File: src/rtl/br_pkg.sv
package br_pkg;

    typedef enum logic [1:0] {
        BC_NONE = 2'd0,
        BC_COND = 2'd1,
        BC_JUMP = 2'd2,
        BC_RET  = 2'd3
    } br_class_e;

    typedef enum logic [1:0] {
        RM_SUB = 2'd0,
        RM_INT = 2'd1,
        RM_BRK = 2'd2,
        RM_EXC = 2'd3
    } ret_mode_e;

    // instruction field positions
    localparam int CC_LSB      = 21;
    localparam int COND_DLY    = 25;
    localparam int JMP_DLY     = 20;
    localparam int JMP_ABS     = 19;
    localparam int JMP_LNK     = 18;
    localparam int RET_INT_BIT = 21;
    localparam int RET_BRK_BIT = 22;
    localparam int RET_EXC_BIT = 23;
    localparam int RD_LSB      = 21;

    typedef struct packed {
        logic      taken;
        logic      delayed;
        logic      link;
        logic      brk;
        logic      illegal;
        ret_mode_e mode;
    } br_flags_t;

    // returns {legal, hit}
    function automatic logic [1:0] cond_eval(input logic [2:0] cc,
                                             input logic neg, input logic zero);
        logic [1:0] r;
        case (cc)
            3'd0:    r = {1'b1, zero};
            3'd1:    r = {1'b1, !zero};
            3'd2:    r = {1'b1, neg};
            3'd3:    r = {1'b1, neg || zero};
            3'd4:    r = {1'b1, !neg && !zero};
            3'd5:    r = {1'b1, !neg};
            default: r = 2'b00;
        endcase
        return r;
    endfunction

endpackage

File: src/rtl/br_decode.sv
module br_decode
    import br_pkg::*;
#(
    parameter int XLEN = 32,
    parameter int RW   = 5
) (
    input  br_class_e         cls,
    input  logic [31:0]       instr,
    input  logic [XLEN-1:0]   ra,
    input  logic [XLEN-1:0]   opb,
    input  logic [XLEN-1:0]   pc,
    input  logic              prefix,
    output br_flags_t         flags,
    output logic [XLEN-1:0]   target,
    output logic [RW-1:0]     rd
);
    localparam logic [XLEN-1:0] BRK_A = XLEN'(8);
    localparam logic [XLEN-1:0] BRK_B = XLEN'(24);

    logic [1:0] cres;

    assign cres = cond_eval(instr[CC_LSB +: 3], ra[XLEN-1], ra == '0);
    assign rd   = instr[RD_LSB +: RW];

    always_comb begin
        flags  = '0;
        target = pc + opb;
        case (cls)
            BC_COND: begin
                flags.taken   = cres[1] && cres[0];
                flags.illegal = !cres[1];
                flags.delayed = instr[COND_DLY];
            end
            BC_JUMP: begin
                flags.taken   = 1'b1;
                flags.delayed = instr[JMP_DLY];
                flags.link    = instr[JMP_LNK];
                if (instr[JMP_ABS]) target = opb;
                flags.brk     = instr[JMP_ABS] && instr[JMP_LNK] && !prefix
                                && (opb == BRK_A || opb == BRK_B);
            end
            BC_RET: begin
                flags.taken   = 1'b1;
                flags.delayed = 1'b1;
                target        = ra + opb;
                if (instr[RET_INT_BIT])      flags.mode = RM_INT;
                else if (instr[RET_BRK_BIT]) flags.mode = RM_BRK;
                else if (instr[RET_EXC_BIT]) flags.mode = RM_EXC;
                else                         flags.mode = RM_SUB;
            end
            default: ;
        endcase
    end
endmodule

File: src/rtl/br_delay_ctr.sv
module br_delay_ctr
    import br_pkg::*;
#(
    parameter int XLEN = 32,
    parameter int CW   = 2
) (
    input  logic            clk,
    input  logic            rst,
    input  logic            req,
    input  logic            accept,
    input  br_flags_t       flags,
    input  logic [XLEN-1:0] target,
    input  logic            retire,
    output logic            busy,
    output logic            slot_active,
    output logic            redir_valid,
    output logic [XLEN-1:0] redir_target,
    output ret_mode_e       redir_mode
);
    localparam logic [CW-1:0] LD_DLY = CW'(2);
    localparam logic [CW-1:0] LD_ONE = CW'(1);

    logic [CW-1:0]   cnt, cnt_eff, cnt_n;
    logic            p_taken, p_dly, tk_eff, dly_eff, step, fire;
    logic [XLEN-1:0] p_tgt, tgt_eff;
    ret_mode_e       p_mode, mode_eff;

    always_comb begin
        cnt_eff  = accept ? (flags.delayed ? LD_DLY : LD_ONE) : cnt;
        tk_eff   = accept ? flags.taken   : p_taken;
        dly_eff  = accept ? flags.delayed : p_dly;
        tgt_eff  = accept ? target        : p_tgt;
        mode_eff = accept ? flags.mode    : p_mode;
        step     = retire && (cnt_eff != '0);
        cnt_n    = step ? cnt_eff - LD_ONE : cnt_eff;
        fire     = step && (cnt_eff == LD_ONE);
    end

    always_ff @(posedge clk) begin
        if (rst) begin
            cnt          <= '0;
            p_taken      <= 1'b0;
            p_dly        <= 1'b0;
            p_tgt        <= '0;
            p_mode       <= RM_SUB;
            redir_valid  <= 1'b0;
            redir_target <= '0;
            redir_mode   <= RM_SUB;
        end else begin
            cnt         <= cnt_n;
            p_taken     <= tk_eff;
            p_dly       <= dly_eff;
            p_tgt       <= tgt_eff;
            p_mode      <= mode_eff;
            redir_valid <= fire && tk_eff;
            redir_mode  <= (fire && tk_eff) ? mode_eff : RM_SUB;
            if (fire && tk_eff) redir_target <= tgt_eff;
        end
    end

    assign busy        = cnt != '0;
    assign slot_active = (cnt == LD_ONE) && p_dly;

    p_cnt_bound_r2: assert property (@(posedge clk) disable iff (rst)
        cnt <= LD_DLY);

    p_slot_after_branch_r6: assert property (@(posedge clk) disable iff (rst)
        (cnt == LD_DLY && retire) |=> slot_active);

    p_ignore_busy_r9: assert property (@(posedge clk) disable iff (rst)
        (req && busy && !retire) |=> $stable(cnt));
endmodule

File: src/rtl/br_resolve.sv
module br_resolve
    import br_pkg::*;
#(
    parameter int XLEN = 32,
    parameter int RW   = 5,
    parameter int CW   = 2
) (
    input  logic            clk,
    input  logic            rst,
    input  logic [1:0]      br_class_i,
    input  logic [31:0]     instr_i,
    input  logic [XLEN-1:0] ra_i,
    input  logic [XLEN-1:0] opb_i,
    input  logic [XLEN-1:0] pc_i,
    input  logic            prefix_i,
    input  logic            retire_i,
    output logic            redirect_valid_o,
    output logic [XLEN-1:0] redirect_target_o,
    output logic [1:0]      ret_mode_o,
    output logic            slot_active_o,
    output logic            link_we_o,
    output logic [RW-1:0]   link_rd_o,
    output logic [XLEN-1:0] link_val_o,
    output logic            brk_o,
    output logic            illegal_o
);
    br_class_e       cls;
    br_flags_t       flags;
    logic [XLEN-1:0] target;
    logic [RW-1:0]   rd;
    logic            req, busy, accept;
    ret_mode_e       rmode;

    assign cls    = br_class_e'(br_class_i);
    assign req    = cls != BC_NONE;
    assign accept = req && !busy;

    br_decode #(.XLEN(XLEN), .RW(RW)) u_dec (
        .cls(cls), .instr(instr_i), .ra(ra_i), .opb(opb_i), .pc(pc_i),
        .prefix(prefix_i), .flags(flags), .target(target), .rd(rd)
    );

    br_delay_ctr #(.XLEN(XLEN), .CW(CW)) u_ctr (
        .clk(clk), .rst(rst), .req(req), .accept(accept), .flags(flags),
        .target(target), .retire(retire_i), .busy(busy),
        .slot_active(slot_active_o), .redir_valid(redirect_valid_o),
        .redir_target(redirect_target_o), .redir_mode(rmode)
    );

    assign ret_mode_o = rmode;

    always_ff @(posedge clk) begin
        if (rst) begin
            link_we_o  <= 1'b0;
            link_rd_o  <= '0;
            link_val_o <= '0;
            brk_o      <= 1'b0;
            illegal_o  <= 1'b0;
        end else begin
            link_we_o <= accept && flags.link;
            brk_o     <= accept && flags.brk;
            illegal_o <= accept && flags.illegal;
            if (accept && flags.link) begin
                link_rd_o  <= rd;
                link_val_o <= pc_i;
            end
        end
    end

    p_redir_needs_retire_r2: assert property (@(posedge clk) disable iff (rst)
        redirect_valid_o |-> $past(retire_i));

    p_brk_with_link_r7: assert property (@(posedge clk) disable iff (rst)
        brk_o |-> link_we_o);

    p_illegal_untaken_r8: assert property (@(posedge clk) disable iff (rst)
        illegal_o |-> !redirect_valid_o);
endmodule

File: config.mk
export PLATFORM = sky130hd
export DESIGN_NAME = br_resolve
export DESIGN_NICKNAME = d
export VERILOG_FILES = /design/src/rtl/br_pkg.sv /design/src/rtl/br_decode.sv /design/src/rtl/br_delay_ctr.sv /design/src/rtl/br_resolve.sv
export SDC_FILE = /design/constraint.sdc
export NUM_CORES = 1
export LEC_CHECK = 0
export ABC_AREA = 1
export BUFFER_PORTS_ARGS = -buffer_cell sky130_fd_sc_hd__clkbuf_2
export CAP_MARGIN = 5
export CORE_MARGIN = 2
export CORE_UTILIZATION = 40
export DETAILED_ROUTE_END_ITERATION = 10
export MAX_ROUTING_LAYER = met4
export PLACE_DENSITY = 0.71
export SLEW_MARGIN = 20
export SYNTH_ARGS = -nofsm -noshare
export SYNTH_HDL_FRONTEND = slang
export SYNTH_SLANG_ARGS = --single-unit
File: constraint.sdc
create_clock -name clk -period 5.6 [get_ports clk]
set_clock_uncertainty 0.1 [all_clocks]
set_input_delay 1.12 -clock clk [delete_from_list [all_inputs] [get_ports clk]]
set_output_delay 1.12 -clock clk [all_outputs]
set_load 0.03 [all_outputs]
==> results of run 1 <==
-- Yosys cell counts (4+ instances only) --
cell | instances | area [µm²]
nand2_1 | 546 | 2049
nor2_1 | 289 | 1085
inv_1 | 272 | 1021
nand3_1 | 132 | 660.6
dfxtp_1 | 113 | 2262
o21ai_0 | 75 | 375.4
a21oi_1 | 73 | 365.4
ha_1 | 64 | 800.8
nand4_1 | 29 | 181.4
nor3_1 | 24 | 120.1
or2_2 | 23 | 143.9
nand3b_1 | 19 | 142.6
clkbuf_1 | 13 | 48.80
buf_2 | 12 | 60.06
o21bai_1 | 11 | 82.58
buf_6 | 7 | 78.83
nor4_1 | 7 | 43.79
and2_1 | 6 | 37.54
buf_1 | 5 | 18.77
buf_4 | 5 | 37.54
o21ai_1 | 5 | 25.02
a22oi_1 | 4 | 30.03
-- stage by stage --
stage	setup slack [ns]	std cells	hold WS, ns
6_report	2.182	2276	0.3674
4_1_cts	2.191	2276	0.3687
5_1_grt	1.928	2276	0.4018
3_3_place_gp	1.800	2244	0.3537
2_1_floorplan	2.388	1770	0.3456
3_5_place_dp	1.752	2244	0.3586
-- cell families after synthesis --
group	Yosys count	share of synthesized area, %
AOI/OAI and AO/OA	181	9.777
adders and majority gates	66	8.423
xor gates and xnor gates	4	0.3510
buffers and inverters	317	12.79
and+or+nand+nor	1089	46.00
DFF	113	22.66
-- power by group --
part | leakage (nW) | switching (mW) | internal (mW)
Combinational | 5.32 | 1.14 | 0.533
Clock | 0.287 | 0.480 | 0.639
Sequential | 0.923 | 0.0629 | 0.979
Total | 6.53 | 1.69 | 2.15
-- worst paths after layout --
path                            depth (start not counted)           from                    end
worst min register to register                          2    u_ctr.p_dly            u_ctr.p_dly
worst max-delay path                                   13  br_class_i[1]  u_ctr.redir_target[1]
worst min-delay path                                    2    u_ctr.p_dly            u_ctr.p_dly
worst max register to register                         11   u_ctr.cnt[1]  u_ctr.redir_target[1]
-- layout make-up --
| class | count | area, µm² |
|---|---|---|
| fillers | 2656 | 12690 |
| multi-input cells | 1340 | 6444 |
| flip-flops and latches | 113 | 2262 |
| inverters | 275 | 1032 |
| repair buffers | 192 | 978.4 |
| clock buffers | 18 | 439.2 |
| well taps | 324 | 405.4 |
| clock inverters | 14 | 143.9 |
-- cell usage in the layout, fill, tap and decap left out, drive strengths merged, types with 4 or more instances in the layout --
cell type and count:
nand2 549, nor2 291, inv 284, clkbuf 203
nand3 134, dfxtp 113, o21ai 80, a21oi 73
ha 64, nand4 29, or2 26, nor3 24
nand3b 19, o21bai 11, nor4 7, buf 7
and2 6, a22oi 4
-- worst reg2reg max path: stages, from the launching register on --
cell and delay (ns):
dfxtp_1 0.34, inv_1 0.10, nand3_4 0.14, inv_2 0.11, buf_4 0.52, nand2_1 0.15
inv_1 0.20, nand2_4 0.10, nand3_4 0.06, buf_4 0.49, and2b_4 0.27, nor2_1 0.07
-- registers in the layout, summed over array words and instances, names as in the netlist --
name	flops
link_val_o	32
link_we_o	1
u_ctr.p_taken	1
u_ctr.redir_valid	1
u_ctr.redir_mode	2
u_ctr.p_tgt	32
illegal_o	1
u_ctr.p_mode	2
brk_o	1
u_ctr.redir_target	32
u_ctr.p_dly	1
link_rd_o	5
u_ctr.cnt	2
-- metal layers --
metal / GRT usage (%) / part of all wire (%) / up-vias
li1: - / - / 5922
met1: 35.81 / 46 / 5048
met2: 43.91 / 45 / 368
met3: 4.137 / 7.0 / 58
met4: 8.407 / 2.4 / 0
met5: - / 0 / -
==> results.yml, run 1 <==
outcome:
  status: "finished clean"
clock_network:
  cts-htree-levels: 4
  clk_pin_slew_worst_paths_ns: 0.06
  cts_setup_buffers: 0
  ctsResizeCount: 0
  clk_latency_ns: 0.43
  hold_buffers: 0
  clock-sinks: 113
  cts_root_buf: "clkbuf_16"
  cts_buffer_depth: 2
  cts_tree: "yes"
  cts_buffers: 17
setup_path:
  cp_slowest_cell: "buf_4"
  required_ns: 5.87
  end_kind: "flop"
  path_cells: "clkbuf_2 -> inv_2 -> nand2_2 -> nand3_4 -> inv_2 -> buf_4 -> nand2_1 -> inv_1 -> nand2_4 -> nand3_4 -> buf_4 -> and2b_4 -> nor2_1"
  crit_type: "in -> reg"
  critPathMaxStageDelay_ns: 0.52
  ff2ff_setup_slack_ns: 2.88
  cp_max_fo: 65
  cp-start-kind: "primary input"
  critPathArrivalTime_ns: 3.68
  path_buf_inv: 6
  path_delay_family: "buffers and inverters"
logic_synthesis:
  synth_cell_types: 43
  ys.flop_type: "dfxtp_1"
  avgSynthCellArea_um2: 5.640
  synth-edff-count: 0
  ys_ff_latch: 113
  syn-instance-count: 1770
  synthArstFlopShare_pct: 0
  syn_nets: 1970
  ys_seq_area_share_pct: 22.66
  synth.cell_area_um2: 9982
  synth.yosys.warnings: 0
finish:
  layout.nets: 2139
  fin_area_um2: 11710
  diodes: 0
  fin_util_pct: 47.99
  area_growth_pct: 17.26
  layout-drive-gt1-share_pct: 13.27
power:
  cellPowerDensity_nw_per_um2: 327.8
  ir_drop_mv: 0.1676
  power_leakage_nw: 6.531
  total_power_mw: 3.837
die:
  top_level_ports: 210
  dieArea_um2: 26230
  floorplan.initialDensity_pct: 40.93
  die_y_um: 162.0
  core-area_um2: 24390
  rows: 57
  fp.dieW_um: 162.0
grt:
  grt_max_degree: 66
  grt_pass1_wl_mm: 54.56
  grt_pass1_vias: 10410
  antenna_found_initial: 0
  overflow: 0
  grt_use_total_pct: 27.43
timing:
  final.min_clock_period_ns: 3.418
  min_period_over_period_pct: 61.04
  finalHoldViolCount: 0
  rsz0062_at_grt: "false"
  relSlewSlack_pct: 35.64
  worst_pin_slew_ns: 0.9643
  max_freq_mhz: 292.6
  setup-tns-final_ns: 0
  setup_viol: 0
  drv_slew: 0
routing:
  wire_per_inst_um: 15.47
  drtIter0Drc: 810
  drcViolationCount: 0
  ant_nets: 0
  viasPerCell: 5.007
  dr.pass1.iters: 6
  dr_total_vias: 11400
  drt_wl_total_mm: 35.21
hold_path:
  hp-class: "reg -> reg"
placement:
  portBuffers: 185
  dp_hpwl_mm: 28.59
  dpl_cell_area_um2: 11120
  place.gp.congestion: 0.9615
flow_run:
  drv_cap: 0
Note: power is estimated with default switching activity, not from simulation.
==> run 2: changes to the inputs <==
==> constraint.sdc (replaced) <==
create_clock -name clk -period 3.2 [get_ports clk]
set_clock_uncertainty 0.1 [all_clocks]
set_input_delay 0.64 -clock clk [delete_from_list [all_inputs] [get_ports clk]]
set_output_delay 0.64 -clock clk [all_outputs]
set_load 0.03 [all_outputs]
==> run 2 against run 1 <==
  * Combinational power up 79%
  * Flip-flop and latch count did not move
  * Routed wire length decreased by 0.31%
  * Via count is 0.95% higher
  * Sequential power is 76% higher
  * First-iteration DRC count grew 15%
  * Clock-buffer cell count down 1
  * Cell count rose by 1.0%
  * Register-to-register slack lost 2.2 ns
  * Cell area rose by 1.7%
  * Non-clock buffer count increased by 23
  * Critical path type unchanged
  * Critical path depth rose by 4
==> results.yml, run 2 (same netlist as run 1, synthesis figures left out) <==
outcome:
  status: "finished clean"
hold_path:
  timing.hold.worst_path_depth: 3
  min_to: "link_rd_o[3]"
  min-delay-start: "instr_i[24]"
  hp-class: "in -> reg"
timing:
  drv_slew: 0
  worst_pin_slew_ns: 0.6131
  max_freq_mhz: 374.4
  relSlewSlack_pct: 59.12
  rsz0062_at_grt: "false"
  setup-tns-final_ns: 0
  finalHoldViolCount: 0
  holdWs_ns: 0.3603
  setup_viol: 0
  final.min_clock_period_ns: 2.671
  min_period_over_period_pct: 83.47
  final.setup.worst_slack_ns: 0.5289
finish:
  final_cell_mix: "nand2_1, nor2_1, inv_1, clkbuf_2, nand3_1"
  reg.largest.list: "link_val_o x32, u_ctr.p_tgt x32, u_ctr.redir_target x32"
  fill_cells: 2649
  layout.nets: 2162
  fin_util_pct: 48.82
  fin_area_um2: 11910
  layout-drive-gt1-share_pct: 14.28
  diodes: 0
  fin_cells: 2299
  area_growth_pct: 19.29
  layout_commonest_cell: "nand2_1"
grt:
  grt_use_total_pct: 27.49
  grt_max_degree: 43
  grtUsageMet2_pct: 44.29
  grt_pass1_wl_mm: 54.86
  busiest_layer: "met2"
  antenna_found_initial: 0
  overflow: 0
  grt_pass1_vias: 10460
  use_met3_pct: 3.524
  grt.met1_usage_pct: 36.85
clock_network:
  cts_buffers: 17
  cts_buffer_depth: 2
  cts-htree-levels: 4
  ctsResizeCount: 0
  clock-sinks: 113
  hold_buffers: 0
  clk_latency_ns: 0.43
  clk_pin_slew_worst_paths_ns: 0.06
  cts_tree: "yes"
  cts_setup_buffers: 0
  cts_root_buf: "clkbuf_16"
placement:
  portBuffers: 185
  dp_hpwl_mm: 28.84
  dp_cells: 2267
  dpl_cell_area_um2: 11320
  dp_slack_ns: 0.1490
  place.gp.congestion: 0.9732
routing:
  viasPerCell: 5.004
  drt_wl_total_mm: 35.10
  dr.pass1.iters: 6
  drtIter0Drc: 931
  drcViolationCount: 0
  dr_total_vias: 11500
  wire_per_inst_um: 15.27
  ant_nets: 0
setup_path:
  path_common_cell: "nand2_1"
  required_ns: 3.43
  ff2ff_setup_slack_ns: 0.67
  r2r_start: "u_ctr.cnt[0]"
  path_cells: "clkbuf_2 -> ha_1 -> fa_1 -> nand2_1 -> nand2_1 -> nand3_1 -> nand2_1 -> nand2_1 -> nand2_1 -> nand2_1 -> nand3b_1 -> nand3_1 -> nand2_1 -> nor2_1 -> nor2_1 -> nor2_1 -> nor2_1"
  cp-start-kind: "primary input"
  reg2reg_to: "u_ctr.redir_target[31]"
  critPathArrivalTime_ns: 2.90
  r2r_cells: 14
  end_kind: "flop"
  crit_type: "in -> reg"
  cp_max_fo: 4
  cp_slowest_cell: "fa_1"
  critPathMaxStageDelay_ns: 0.42
power:
  cellPowerDensity_nw_per_um2: 570.9
  power_leakage_nw: 6.653
  ir_drop_mv: 0.3754
  total_power_mw: 6.798
die:
  rows: 57
  dieArea_um2: 26230
  die_y_um: 162.0
  floorplan.initialDensity_pct: 40.93
  top_level_ports: 210
  fp.dieW_um: 162.0
  core-area_um2: 24390
flow_run:
  drv_cap: 0
run 2: changes by cell type in the layout (fill, tap and decap cells not counted):
cell and change:
clkinvlp_4 +1, buf_12 +2, clkinv_2 -1, inv_8 +3, buf_4 +21, clkinv_4 -2, clkbuf_8 -1
run 2: worst max path at each step:
stage	cells past startpoint	to	slack (ns)	startpoint
floorplan	16	u_ctr.redir_target[26]	0.47	br_class_i[1]
global placement	13	u_ctr.redir_target[8]	0.19	ra_i[0]
detailed placement	14	u_ctr.redir_target[12]	0.15	opb_i[0]
CTS	14	u_ctr.redir_target[12]	0.60	opb_i[0]
global route	15	u_ctr.redir_target[19]	0.33	opb_i[14]
finish	17	u_ctr.redir_target[22]	0.53	opb_i[0]
run 2: metal layers:
layer | up-vias | routed length [µm] | part of all wire (%)
met5 | - | 0 | 0
met4 | 0 | 607 | 1.7
met3 | 46 | 2354 | 6.7
met2 | 393 | 15870 | 45
met1 | 5116 | 16270 | 46
li1 | 5949 | - | -
run 2: area by class of cell:
type,instances,area [µm²],area share [%]
Clock buffer,17,425.4,3.573
Clock inverter,15,162.7,1.366
Sequential cell,113,2262,19.00
Multi-Input combinational cell,1340,6444,54.11
Inverter,275,1032,8.669
Tap cell,324,405.4,3.404
Timing Repair Buffer,215,1176,9.877
run 2: power breakdown:
group	switching [mW]	internal, mW
sequential	0.114	1.71
clock	0.855	1.11
combinational	2.03	0.980
run 2: critical path, delay by kind of cell:
family,cells,cell delay (ns)
and+or+nand+nor,14,1.47
buffers and inverters,1,0.12
adders and majority gates,2,0.66
==> run 3: changes to the inputs <==
--- a/config.mk
+++ b/config.mk
@@ -12,7 +12,7 @@
 export CORE_UTILIZATION = 40
 export DETAILED_ROUTE_END_ITERATION = 10
 export MAX_ROUTING_LAYER = met4
-export PLACE_DENSITY = 0.71
+export PLACE_DENSITY = 0.73
 export SLEW_MARGIN = 20
 export SYNTH_ARGS = -nofsm -noshare
 export SYNTH_HDL_FRONTEND = slang
==> constraint.sdc (replaced) <==
create_clock -name clk -period 2.3 [get_ports clk]
set_clock_uncertainty 0.1 [all_clocks]
set_input_delay 0.46 -clock clk [delete_from_list [all_inputs] [get_ports clk]]
set_output_delay 0.46 -clock clk [all_outputs]
set_load 0.03 [all_outputs]
==> run 3 against run 2 <==
  * Sequential power increased by 42%
  * Combinational power rose by 79%
  * Die area did not move
  * Critical path type unchanged
==> results.yml, run 3 (same netlist as run 1, synthesis figures left out) <==
placement:
  place.gp.congestion: 0.9895
  dp_cells: 2507
  dp_hpwl_mm: 32.76
  portBuffers: 185
grt:
  grt_pass1_vias: 11610
  overflow: 0
  busiest_layer: "met2"
  use_met3_pct: 3.907
  grt.met1_usage_pct: 39.89
  grt_pass1_wl_mm: 60.46
  grt_use_total_pct: 30.57
  antenna_found_initial: 0
  grt_max_degree: 43
  grtUsageMet2_pct: 50.19
routing:
  ant_nets: 0
  viasPerCell: 4.982
  wire_per_inst_um: 16.12
  drt_wl_total_mm: 41.01
  drtIter0Drc: 1080
  dr_total_vias: 12680
  dr.pass1.iters: 6
  drcViolationCount: 0
clock_network:
  clk_latency_ns: 0.44
  cts-htree-levels: 4
  cts_buffers: 17
  clock-sinks: 113
  hold_buffers: 0
  clk_pin_slew_worst_paths_ns: 0.06
  cts_tree: "yes"
  cts_root_buf: "clkbuf_16"
  cts_buffer_depth: 2
finish:
  layout.nets: 2408
  area_growth_pct: 47.19
  fin_cells: 2545
  fin_util_pct: 60.24
  layout-drive-gt1-share_pct: 29.58
  final_cell_mix: "nand2_1, inv_1, buf_4, nor2_1, clkbuf_2"
  diodes: 0
  fill_cells: 2394
  reg.largest.list: "link_val_o x32, u_ctr.p_tgt x32, u_ctr.redir_target x32"
  layout_commonest_cell: "nand2_1"
die:
  die_y_um: 162.0
  rows: 57
  floorplan.initialDensity_pct: 40.93
  fp.dieW_um: 162.0
  dieArea_um2: 26230
  core-area_um2: 24390
  top_level_ports: 210
power:
  power.switching_mw: 4.523
  p_comb_share_pct: 50.3
  pwr-share-seq_pct: 24.2
  ir_drop_mv: 0.4495
  p_int_mw: 6.181
  cellPowerDensity_nw_per_um2: 728.5
  clkPwrFrac_pct: 25.5
  power_leakage_nw: 7.949
  sw_frac_of_total_pct: 42.25
setup_path:
  reg2reg_to: "u_ctr.redir_target[9]"
  r2r_start: "u_ctr.cnt[0]"
  path_cells: "clkbuf_4 -> ha_4 -> a21oi_1 -> o21ai_1 -> inv_1 -> nand3_2 -> or2_2 -> nand3_1 -> nand4_1 -> a21oi_1 -> nor2_1"
  crit_type: "in -> reg"
  required_ns: 2.52
  cp-start-kind: "primary input"
  path_common_cell: "a21oi_1"
  ff2ff_setup_slack_ns: 0.08
  cp_slowest_cell: "or2_2"
  r2r_cells: 12
  critPathMaxStageDelay_ns: 0.31
  critPathArrivalTime_ns: 2.46
  end_kind: "flop"
  cp_max_fo: 4
hold_path:
  min-delay-start: "rst"
  timing.hold.worst_path_depth: 2
  min_to: "u_ctr.p_dly"
  hp-class: "in -> reg"
flow_run:
  drv_cap: 0
timing:
  min_period_over_period_pct: 97.10
  setup_viol: 0
  worst_pin_slew_ns: 0.4434
  max_freq_mhz: 447.7
  finalHoldViolCount: 0
  rsz0062_at_grt: "true"
  relSlewSlack_pct: 70.44
  final.min_clock_period_ns: 2.233
  drv_slew: 0
outcome:
  status: "finished clean"
run 3: cell count changes in the layout (fill, tap and decap cells not counted), moves of 24 or more:
cell / previous run / this run
buf_4: 28 / 262
ha_1: 64 / 28
ha_4: 0 / 34
nor2_1: 289 / 261
nor2_2: 1 / 25
run 3: worst max-delay path by stage:
stage                        from                      to  cells after the start  slack [ns]
floorplan           br_class_i[1]  u_ctr.redir_target[26]                     16        0.01
global placement         opb_i[8]  u_ctr.redir_target[25]                     15       -0.58
detailed placement      opb_i[14]  u_ctr.redir_target[26]                     14       -0.56
CTS                      opb_i[8]   u_ctr.redir_target[9]                     15       0.003
global route             opb_i[2]  u_ctr.redir_target[13]                     16       -0.05
finish                   opb_i[8]   u_ctr.redir_target[9]                     11        0.07
run 3: cell type report:
type	instances	area (µm²)	share of cell area [%]
multi-input cells	1340	7207	49.05
repair buffers	461	3196	21.75
flip-flops and latches	113	2265	15.41
inverters	275	1035	7.042
clock buffers	18	429.2	2.921
well taps	324	405.4	2.759
clock inverters	14	156.4	1.064
run 3: repair_timing:
action                                  in CTS  in global routing
pin swaps                                    0                 31
resized for setup                           12                152
cloned                                       0                  4
endpoints found under the setup margin       9                 48
setup buffers                                0                  2
run 3: power groups by stage:
stage / Clock, mW / Sequential [mW] / Combinational [mW]
3_3_place_gp: 0 / 2.60 / 4.82
2_1_floorplan: 0 / 2.92 / 2.67
4_1_cts: 2.75 / 2.57 / 4.96
6_report: 2.73 / 2.59 / 5.39
3_5_place_dp: 0 / 2.61 / 4.89
5_1_grt: 2.85 / 2.62 / 5.90
run 3: worst max-delay path, delay by kind of cell:
kind / cells / cell delay [ns]
AND/OR/NAND/NOR: 5 / 0.75
buffers and inverters: 2 / 0.30
adder cells (fa/ha/maj): 1 / 0.25
AO/OA/AOI/OAI: 3 / 0.70
run 3: metal layers:
| layer | routed length (µm) | part of all wire (%) |
|---|---|---|
| met1 | 18390 | 45 |
| met2 | 19130 | 47 |
| met3 | 2487 | 6.1 |
| met4 | 1009 | 2.5 |
| met5 | 0 | 0 |
run 3: per-stage QoR:
stage / cell area [µm²] / worst slack [ns] / power [mW] / setup TNS (ns) / hold slack, ns
floorplan: 10010 / 0.01214 / 5.587 / 0 / 0.3456
global placement: 13220 / -0.5838 / 7.417 / -20.73 / 0.3531
detailed placement: 13220 / -0.5598 / 7.502 / -21.95 / 0.3619
CTS: 13860 / 0.003234 / 10.28 / 0 / 0.1783
global route: 14690 / -0.05029 / 11.37 / -0.1427 / 0.1908
finish: 14690 / 0.06660 / 10.70 / 0 / 0.1872
